--- config.mk ---
export PLATFORM = sky130hd
export DESIGN_NAME = gpio_evt_top
export DESIGN_NICKNAME = d
export VERILOG_FILES = /design/src/rtl/gpio_evt_pkg.sv /design/src/rtl/gpio_evt_cfg.sv /design/src/rtl/gpio_evt_detect.sv /design/src/rtl/gpio_evt_top.sv
export SDC_FILE = /design/constraint.sdc
export NUM_CORES = 1
export LEC_CHECK = 0
export BUFFER_PORTS_ARGS = -buffer_cell sky130_fd_sc_hd__buf_2
export CORE_ASPECT_RATIO = 1.25
export CORE_UTILIZATION = 58
export CTS_CLUSTER_SIZE = 16
export DETAILED_ROUTE_END_ITERATION = 8
export PLACE_DENSITY = 0.79
export SLEW_MARGIN = 20
export SYNTH_ARGS = -nofsm -noshare
export SYNTH_HDL_FRONTEND = slang
export SYNTH_HIERARCHICAL = 1
export SYNTH_SLANG_ARGS = --single-unit
export TNS_END_PERCENT = 30
--- constraint.sdc ---
create_clock -name clk -period 2 [get_ports clk]
set_clock_uncertainty 0.05 [all_clocks]
set_input_delay 0.3 -clock clk [delete_from_list [all_inputs] [get_ports clk]]
set_output_delay 0.3 -clock clk [all_outputs]
set_load 0.02 [all_outputs]
--- src/rtl/gpio_evt_pkg.sv ---
package gpio_evt_pkg;

    localparam int ADDR_W = 3;

    typedef enum logic [ADDR_W-1:0] {
        RA_MODE   = 3'd0,
        RA_ANYEDG = 3'd1,
        RA_FLAGS  = 3'd2,
        RA_EN     = 3'd3,
        RA_EN_SET = 3'd4,
        RA_EN_CLR = 3'd5
    } evt_addr_e;

endpackage

--- src/rtl/gpio_evt_cfg.sv ---
module gpio_evt_cfg
    import gpio_evt_pkg::*;
#(
    parameter int WIDTH = 32
) (
    input  logic              clk,
    input  logic              rst_n,
    input  logic              wr,
    input  logic [ADDR_W-1:0] addr,
    input  logic [WIDTH-1:0]  wdata,
    output logic [WIDTH-1:0]  mode_q,
    output logic [WIDTH-1:0]  anyedge_q,
    output logic [WIDTH-1:0]  en_q
);

    logic [WIDTH-1:0] en_d;

    always_comb begin
        en_d = en_q;
        if (wr) begin
            unique case (addr)
                RA_EN:     en_d = wdata;
                RA_EN_SET: en_d = en_q | wdata;
                RA_EN_CLR: en_d = en_q & ~wdata;
                default:   en_d = en_q;
            endcase
        end
    end

    always_ff @(posedge clk) begin
        if (!rst_n) begin
            mode_q    <= '0;
            anyedge_q <= '0;
            en_q      <= '0;
        end else begin
            en_q <= en_d;
            if (wr && addr == RA_MODE)   mode_q    <= wdata;
            if (wr && addr == RA_ANYEDG) anyedge_q <= wdata;
        end
    end

    // set alias only turns bits on
    a_r9_set_alias: assert property (@(posedge clk) disable iff (!rst_n)
        (wr && addr == RA_EN_SET) |=> ((en_q & $past(wdata)) == $past(wdata)));

    // clear alias only turns bits off
    a_r9_clr_alias: assert property (@(posedge clk) disable iff (!rst_n)
        (wr && addr == RA_EN_CLR) |=> ((en_q & $past(wdata)) == '0));

    // set alias keeps the bits that were already on
    a_r9_set_keeps: assert property (@(posedge clk) disable iff (!rst_n)
        (wr && addr == RA_EN_SET) |=> ((en_q & $past(en_q)) == $past(en_q)));

endmodule

--- src/rtl/gpio_evt_detect.sv ---
module gpio_evt_detect #(
    parameter int WIDTH = 32
) (
    input  logic             clk,
    input  logic             rst_n,
    input  logic [WIDTH-1:0] din,
    input  logic [WIDTH-1:0] mode_q,
    input  logic [WIDTH-1:0] anyedge_q,
    input  logic [WIDTH-1:0] clr_mask,
    output logic [WIDTH-1:0] flags_q
);

    logic [WIDTH-1:0] din_prev;
    logic [WIDTH-1:0] hit;

    for (genvar b = 0; b < WIDTH; b++) begin : g_bit
        logic rise_b;
        logic fall_b;
        assign rise_b = din[b] & ~din_prev[b];
        assign fall_b = ~din[b] & din_prev[b];
        assign hit[b] = mode_q[b] ? (rise_b | (anyedge_q[b] & fall_b)) : din[b];
    end

    always_ff @(posedge clk) begin
        if (!rst_n) begin
            din_prev <= '0;
            flags_q  <= '0;
        end else begin
            din_prev <= din;
            flags_q  <= (flags_q & ~clr_mask) | hit;
        end
    end

    // a flag that was not cleared stays set
    a_r2_sticky: assert property (@(posedge clk) disable iff (!rst_n)
        1'b1 |=> ((flags_q & $past(flags_q & ~clr_mask)) == $past(flags_q & ~clr_mask)));

    // a level-mode bit with its input high is set next cycle, whatever was cleared
    a_r4_level_set: assert property (@(posedge clk) disable iff (!rst_n)
        1'b1 |=> ((flags_q & $past(din & ~mode_q)) == $past(din & ~mode_q)));

    // a falling edge under the any-edge select sets the flag, even against a clear
    a_r6_fall_set: assert property (@(posedge clk) disable iff (!rst_n)
        1'b1 |=> ((flags_q & $past(mode_q & anyedge_q & din_prev & ~din))
                 == $past(mode_q & anyedge_q & din_prev & ~din)));

    // in edge mode, a bit that was clear and saw no edge stays clear
    a_r5_no_spurious: assert property (@(posedge clk) disable iff (!rst_n)
        1'b1 |=> ((flags_q & $past(mode_q & ~flags_q & ~(din ^ din_prev))) == '0));

endmodule

--- src/rtl/gpio_evt_top.sv ---
module gpio_evt_top
    import gpio_evt_pkg::*;
#(
    parameter int WIDTH = 32
) (
    input  logic              clk,
    input  logic              rst_n,
    input  logic [WIDTH-1:0]  din,
    input  logic              bus_wr,
    input  logic [ADDR_W-1:0] bus_addr,
    input  logic [WIDTH-1:0]  bus_wdata,
    output logic [WIDTH-1:0]  bus_rdata,
    output logic              irq
);

    logic [WIDTH-1:0] mode_q;
    logic [WIDTH-1:0] anyedge_q;
    logic [WIDTH-1:0] en_q;
    logic [WIDTH-1:0] flags_q;
    logic [WIDTH-1:0] clr_mask;

    assign clr_mask = (bus_wr && bus_addr == RA_FLAGS) ? bus_wdata : '0;

    gpio_evt_cfg #(.WIDTH(WIDTH)) u_cfg (
        .clk       (clk),
        .rst_n     (rst_n),
        .wr        (bus_wr),
        .addr      (bus_addr),
        .wdata     (bus_wdata),
        .mode_q    (mode_q),
        .anyedge_q (anyedge_q),
        .en_q      (en_q)
    );

    gpio_evt_detect #(.WIDTH(WIDTH)) u_det (
        .clk       (clk),
        .rst_n     (rst_n),
        .din       (din),
        .mode_q    (mode_q),
        .anyedge_q (anyedge_q),
        .clr_mask  (clr_mask),
        .flags_q   (flags_q)
    );

    always_comb begin
        unique case (bus_addr)
            RA_MODE:   bus_rdata = mode_q;
            RA_ANYEDG: bus_rdata = anyedge_q;
            RA_FLAGS:  bus_rdata = flags_q;
            RA_EN, RA_EN_SET, RA_EN_CLR: bus_rdata = en_q;
            default:   bus_rdata = '0;
        endcase
    end

    assign irq = |(flags_q & en_q);

    // irq holds while no flag or enable was removed
    a_r8_irq_hold: assert property (@(posedge clk) disable iff (!rst_n)
        ($past(irq) && clr_mask == '0 && !$past(bus_wr)) |-> irq);

    // idle after reset
    a_r1_reset_quiet: assert property (@(posedge clk)
        $past(!rst_n) |-> !irq);

endmodule

==> impl_metrics.py, run 1 <==
metrics = {
    "run_status": {
        "status": "complete, but fails checks",
        "violations": "negative setup slack",
    },
    "timing": {
        "setup_ws_ns": -0.221,
        "max_freq_mhz": 450,
        "tightest_slew_ns": 0.412,
        "maxSlewHeadroom": 0.725,
        "fin_crit_sh": 1.11,
        "rsz0062_at_grt": "yes",
        "hold_viol": 0,
        "setup_viol": 1,
        "min_period_ns": 2.22,
        "slew_viol_final": 0,
    },
    "hold_path": {
        "hold_class": "input pin to flip-flop",
        "hold_end": "u_det/din_prev[3]$_SDFF_PN0_",
        "hp-start": "din[3]",
        "min_path_cells": 2,
    },
    "power": {
        "total_power_mw": 7.73,
        "switching_share": 0.244,
        "leakage_nw": 3.67,
        "seq_power_share": 0.450,
        "peakVddDrop_mv": 0.559,
        "p_int_mw": 5.84,
        "pwr-share-comb": 0.113,
        "p_per_area_mw_per_mm2": 830,
        "p_switching_mw": 1.89,
        "clkPwrFrac": 0.437,
    },
    "synthesis": {
        "yosysUniqueCellTypes": 32,
        "synth_nets": 901,
        "synth_area_per_cell_um2": 9.41,
        "synth_area_mm2": 0.00782,
        "yosys_warnings": 6,
        "synth_cells": 831,
        "ys_seq_elements": 160,
        "ys_seq_area_frac": 0.410,
    },
    "clock_network": {
        "cts_root_buffer": "clkbuf_16",
        "ctsHoldBuffers": 0,
        "worstSkewPairLatency_ns": 0.43,
        "cts_tree": "built",
        "numCtsBuffers": 17,
        "cts_sinks": 160,
        "cts.htree.levels": 4,
        "clockBufferDepth": 2,
        "path_clk_slew_ns": 0.06,
    },
    "grt": {
        "grt_pass1_wl_um": 34500,
        "grt_start_max_net_pins": 53,
        "grt_use_total": 0.319,
        "grt_pass1_vias": 6494,
        "overflow": 0,
        "antenna_found_initial": 1,
    },
    "setup_path": {
        "reg2regPathDepth": 2,
        "r2r_slack_ns": 0.95,
        "critical_path_required_ns": 1.65,
        "crit_path_cell_trace": "a22oi_2 > nand4_1 > or4_4 > buf_6",
        "path_depth": 4,
        "path_max_fanout": 2,
        "slowest_delay_ns": 0.49,
        "slowest_stage": "or4_4",
        "crit_type": "flip-flop to output pin",
        "critPathLaunchType": "flip-flop",
        "cp.arrival_ns": 1.87,
        "worstSetupEndpointType": "output pin",
        "rr_endpoint": "u_det/flags_q[22]$_SDFF_PN0_",
        "path_delay_family": "simple AND/OR/NAND/NOR gates",
        "crit_buf_inv": 1,
        "regToRegStartpoint": "u_cfg/mode_q[22]$_SDFFE_PN0P_",
    },
    "floorplan": {
        "die_x_um": 106,
        "die-height_um": 132,
        "rows": 47,
        "coreArea_mm2": 0.0132,
        "die-area_mm2": 0.0139,
        "io_pins": 103,
        "initial_core_util": 0.593,
    },
    "route": {
        "viasPerCell": 6.16,
        "wl_um": 21400,
        "routedWlPerCell_um": 19.2,
        "drt-pass1-iter-count": 7,
        "via_count": 6872,
        "ant_nets": 0,
        "drc": 0,
        "drtIter0Drc": 548,
    },
    "cells_and_area": {
        "final_common_cell": "nand2_1",
        "layout_common_cells": "nand2_1 (225), dfxtp_1 (151), buf_2 (99)",
        "drive_above_1_share": 0.246,
        "nNetsFinal": 1001,
        "instances_no_fill": 1116,
        "area_growth_pct": 19.1,
    },
    "placement": {
        "placed_cells": 1079,
        "post-dp-hpwl_um": 14400,
        "place.port_buffers": 102,
        "gp_congestion": 0.821,
    },
    "run": {
        "maxCapViolations": 0,
    },
}
cells in the mapped netlist:
| master | instances | area (um2) |
|---|---|---|
| buf_12 | 3 | 60.1 |
| buf_2 | 27 | 135 |
| nand4b_1 | 1 | 8.76 |
| nand4_1 | 4 | 25.0 |
| and2_1 | 65 | 407 |
| nor4b_2 | 1 | 15.0 |
| dfxtp_1 | 160 | 3200 |
| a21boi_0 | 42 | 315 |
| a22oi_1 | 16 | 120 |
| and3b_1 | 32 | 280 |
| inv_1 | 2 | 7.51 |
| a21oi_4 | 1 | 16.3 |
| clkinv_1 | 30 | 113 |
| a221o_1 | 32 | 320 |
| a21boi_1 | 22 | 165 |
| o21ai_1 | 29 | 145 |
| clkbuf_1 | 25 | 93.8 |
| nand3b_1 | 1 | 7.51 |
| and4b_1 | 33 | 330 |
| a32o_1 | 32 | 320 |
| or4_1 | 1 | 7.51 |
| o21ai_2 | 1 | 8.76 |
| o21ai_0 | 2 | 10.0 |
| nand2_1 | 225 | 845 |
| nor2b_1 | 1 | 6.26 |
| mux4_1 | 2 | 52.6 |
| nand4bb_1 | 1 | 11.3 |
| and4bb_2 | 2 | 25.0 |
| or3b_1 | 1 | 8.76 |
| or4b_1 | 1 | 10.0 |
| mux4_2 | 30 | 676 |
| buf_6 | 6 | 67.6 |
metal layers:
layer,vias to the layer above,GRT usage,part of all wire
met1,3344,0.433,0.42
met2,302,0.493,0.47
li1,3179,-,-
met3,47,0.0717,0.082
met5,-,0,0
met4,0,0.127,0.027
power by group through the flow:
stage	sequential [mW]	combinational [mW]	clock, mW
global route	3.49	0.934	3.54
CTS	3.47	0.860	3.40
detailed placement	3.53	0.831	0
global placement	3.53	0.816	0
finish	3.48	0.870	3.38
floorplan	3.48	0.538	0
how the worst max path moves through the flow:
stage | startpoint | end | slack, ns
2_1_floorplan | bus_addr[0] | u_det/flags_q[10]$_SDFF_PN0_ | 0.36
3_3_place_gp | bus_addr[0] | u_det/flags_q[4]$_SDFF_PN0_ | 0.08
3_5_place_dp | bus_addr[0] | u_det/flags_q[4]$_SDFF_PN0_ | 0.04
4_1_cts | u_cfg/en_q[16]$_SDFFE_PN0P_ | irq | -0.18
5_1_grt | u_det/flags_q[16]$_SDFF_PN0_ | irq | -0.28
6_report | u_cfg/en_q[5]$_SDFFE_PN0P_ | irq | -0.22
registers in the layout, indices dropped and copies added (netlist names):
register and count:
u_det/din_prev 32, u_cfg/anyedge_q 32, u_cfg/en_q 32, u_det/flags_q 32, u_cfg/mode_q 32
layout make-up:
type / count / area [um2]
Multi-Input combinational cell: 578 / 4200
Clock inverter: 11 / 135
Antenna cell: 1 / 2.50
Fill cell: 1027 / 3860
Sequential cell: 160 / 3210
Clock buffer: 21 / 480
Timing Repair Buffer: 142 / 942
Tap cell: 171 / 214
Inverter: 32 / 120
cells by family (layout without fill, tap and decap cells):
logic type	Yosys count	in the layout	synth area share
buffers and inverters	93	206	0.0610
flip-flops	160	160	0.410
AND/OR/NAND/NOR	369	369	0.254
multiplexers	32	32	0.0932
AO/OA/AOI/OAI	177	177	0.182
other	0	1	0
through the flow:
stage | setup slack [ns] | utilization | hold WS [ns] | setup TNS [ns] | area, um2
2_1_floorplan | 0.360 | - | 0.372 | 0 | 7820
3_3_place_gp | 0.0770 | 0.651 | 0.407 | 0 | 8580
3_5_place_dp | 0.0403 | 0.651 | 0.411 | 0 | 8580
4_1_cts | -0.178 | 0.705 | 0.0526 | -0.178 | 9280
5_1_grt | -0.276 | 0.707 | 0.0619 | -0.380 | 9310
6_report | -0.221 | 0.707 | 0.0566 | -0.221 | 9310
what timing repair did:
item | in CTS | in global routing
endpoints found under the setup margin | 1 | 9
buffers inserted | 4 | 1
gates resized for setup | 16 | 12
pin swaps | 8 | 3
Note: power is estimated with default switching activity, not from simulation.
==> run 2: changes to the inputs <==
CORE_MARGIN = 2   (was unset)
CTS_CLUSTER_SIZE = unset   (was 16)
GPL_ROUTABILITY_DRIVEN = 0   (was unset)
==> run 2 against run 1 <==
Effect of this change:
- the flow still finishes with violations (negative setup slack)
- fmax rose by 0.33%
- wire length is 2.2% higher
- combinational power is 2% lower
- die area increased by 3.4%
- sequential cell count stayed put
- hold slack improved by 0.0071 ns
- cell count decreased by 0.54%
- largest cell class unchanged
- clock power is essentially flat
- total power fell by 0.56%
- sequential share of layout area increased by 0.39 points
- first-iteration DRC count rose by 32%
==> impl_metrics.py, run 2 (synthesis results as in run 1) <==
metrics = {
    "setup_path": {
        "slowest_stage": "or4_4",
        "crit_end": "irq",
        "crit_path_cell_trace": "a22oi_2 > nand4_1 > or4_4 > buf_6",
        "crit_buf_inv": 1,
        "crit_type": "flip-flop to output pin",
        "slowest_delay_ns": 0.45,
        "critical_path_required_ns": 1.65,
        "worstSetupEndpointType": "output pin",
        "regToRegStartpoint": "u_cfg/mode_q[30]$_SDFFE_PN0P_",
        "cp.arrival_ns": 1.86,
        "rr_endpoint": "u_det/flags_q[30]$_SDFF_PN0_",
        "reg2regPathDepth": 2,
        "crit_start": "u_cfg/en_q[18]$_SDFFE_PN0P_",
        "path_depth": 4,
        "path_max_fanout": 2,
        "r2r_slack_ns": 0.94,
        "path_delay_family": "simple AND/OR/NAND/NOR gates",
        "critPathLaunchType": "flip-flop",
    },
    "grt": {
        "antenna_found_initial": 0,
        "grt_use_total": 0.308,
        "grt_pass1_vias": 6567,
        "overflow": 0,
        "grt_pass1_wl_um": 34200,
        "grt_start_max_net_pins": 71,
    },
    "run_status": {
        "violations": "negative setup slack",
        "status": "complete, but fails checks",
    },
    "timing": {
        "holdWs_ns": 0.0638,
        "maxSlewHeadroom": 0.776,
        "fin_crit_sh": 1.11,
        "hold_viol": 0,
        "min_period_ns": 2.21,
        "setup_ws_ns": -0.214,
        "rsz0062_at_grt": "yes",
        "setup_viol": 3,
        "max_freq_mhz": 452,
        "slew_viol_final": 0,
        "tightest_slew_ns": 0.336,
    },
    "run": {
        "maxCapViolations": 0,
    },
    "clock_network": {
        "cts_sinks": 160,
        "cts_tree": "built",
        "cts.htree.levels": 4,
        "cts_root_buffer": "clkbuf_16",
        "numCtsBuffers": 17,
        "path_clk_slew_ns": 0.06,
        "worstSkewPairLatency_ns": 0.43,
        "clockBufferDepth": 2,
        "ctsHoldBuffers": 0,
    },
    "cells_and_area": {
        "finish.instance_area_mm2": 0.00921,
        "nNetsFinal": 996,
        "final_common_cell": "nand2_1",
        "diodes": 0,
        "final_util": 0.696,
        "layout_common_cells": "nand2_1 (225), dfxtp_1 (152), buf_2 (100)",
        "area_growth_pct": 17.8,
        "drive_above_1_share": 0.235,
    },
    "floorplan": {
        "die_x_um": 108,
        "rows": 47,
        "coreArea_mm2": 0.0132,
        "die-area_mm2": 0.0144,
        "initial_core_util": 0.591,
        "io_pins": 103,
        "die-height_um": 134,
    },
    "hold_path": {
        "hold_class": "input pin to flip-flop",
    },
    "route": {
        "drc": 0,
        "drtIter0Drc": 722,
        "drt-pass1-iter-count": 6,
        "ant_nets": 0,
        "via_count": 6851,
        "routedWlPerCell_um": 19.7,
        "viasPerCell": 6.17,
        "wl_um": 21900,
    },
    "placement": {
        "post-dp-hpwl_um": 14500,
        "place.port_buffers": 102,
        "dpl_cell_area_mm2": 0.00852,
    },
    "power": {
        "peakVddDrop_mv": 0.560,
        "leakage_nw": 3.62,
        "total_power_mw": 7.68,
        "p_per_area_mw_per_mm2": 834,
    },
}
## run 2: power by group
part	switching (mW)	leakage [nW]	internal [mW]
logic	0.451	2.01	0.404
registers	0.140	1.32	3.34
clock network	1.29	0.296	2.05
total	1.88	3.62	5.80
## run 2: per-stage QoR
stage | setup slack [ns] | cells | setup TNS [ns]
3_5_place_dp | 0.106 | 1076 | 0
6_report | -0.214 | 1110 | -0.239
5_1_grt | -0.241 | 1110 | -0.334
3_3_place_gp | 0.113 | 1076 | 0
2_1_floorplan | 0.360 | 831 | 0
4_1_cts | -0.170 | 1110 | -0.191
## run 2: how the worst min path moves through the flow
stage	from	to	slack [ns]	cells past startpoint
after floorplan	bus_wdata[0]	u_cfg/en_q[0]$_SDFFE_PN0P_	0.37	1
after global placement	u_cfg/anyedge_q[26]$_SDFFE_PN0P_	u_cfg/anyedge_q[26]$_SDFFE_PN0P_	0.41	2
after detailed placement	u_cfg/anyedge_q[14]$_SDFFE_PN0P_	u_cfg/anyedge_q[14]$_SDFFE_PN0P_	0.41	2
after CTS	din[0]	u_det/din_prev[0]$_SDFF_PN0_	0.05	2
after global routing	din[14]	u_det/din_prev[14]$_SDFF_PN0_	0.07	2
final	din[0]	u_det/din_prev[0]$_SDFF_PN0_	0.06	2
## run 2: final cells by class
type	instances	area (um2)
Clock buffer	22	474
Clock inverter	10	134
Fill cell	1019	4020
Inverter	32	120
Multi-Input combinational cell	578	4200
Sequential cell	160	3220
Tap cell	171	214
Timing Repair Buffer	137	857
## run 2: metal layers
metal / track usage / part of all wire / up-vias / wire length, um
li1: - / - / 3165 / -
met1: 0.403 / 0.41 / 3327 / 8940
met2: 0.502 / 0.49 / 317 / 10700
met3: 0.0549 / 0.076 / 42 / 1670
met4: 0.127 / 0.024 / 0 / 528
met5: 0 / 0 / - / 0
## run 2: repair_timing
| item | 4_1_cts | 5_1_grt |
|---|---|---|
| gates cloned | 0 | 0 |
| buffers inserted | 2 | 0 |
| resized for setup | 17 | 5 |
| setup endpoints to repair | 1 | 5 |
| pin swaps | 9 | 0 |
## run 2: worst reg2reg max path, delay by kind of cell (launching register included)
kind	cells	cell delay (ns)
AOI/OAI and AO/OA	1	0.33
DFF	1	0.35
and+or+nand+nor	1	0.21
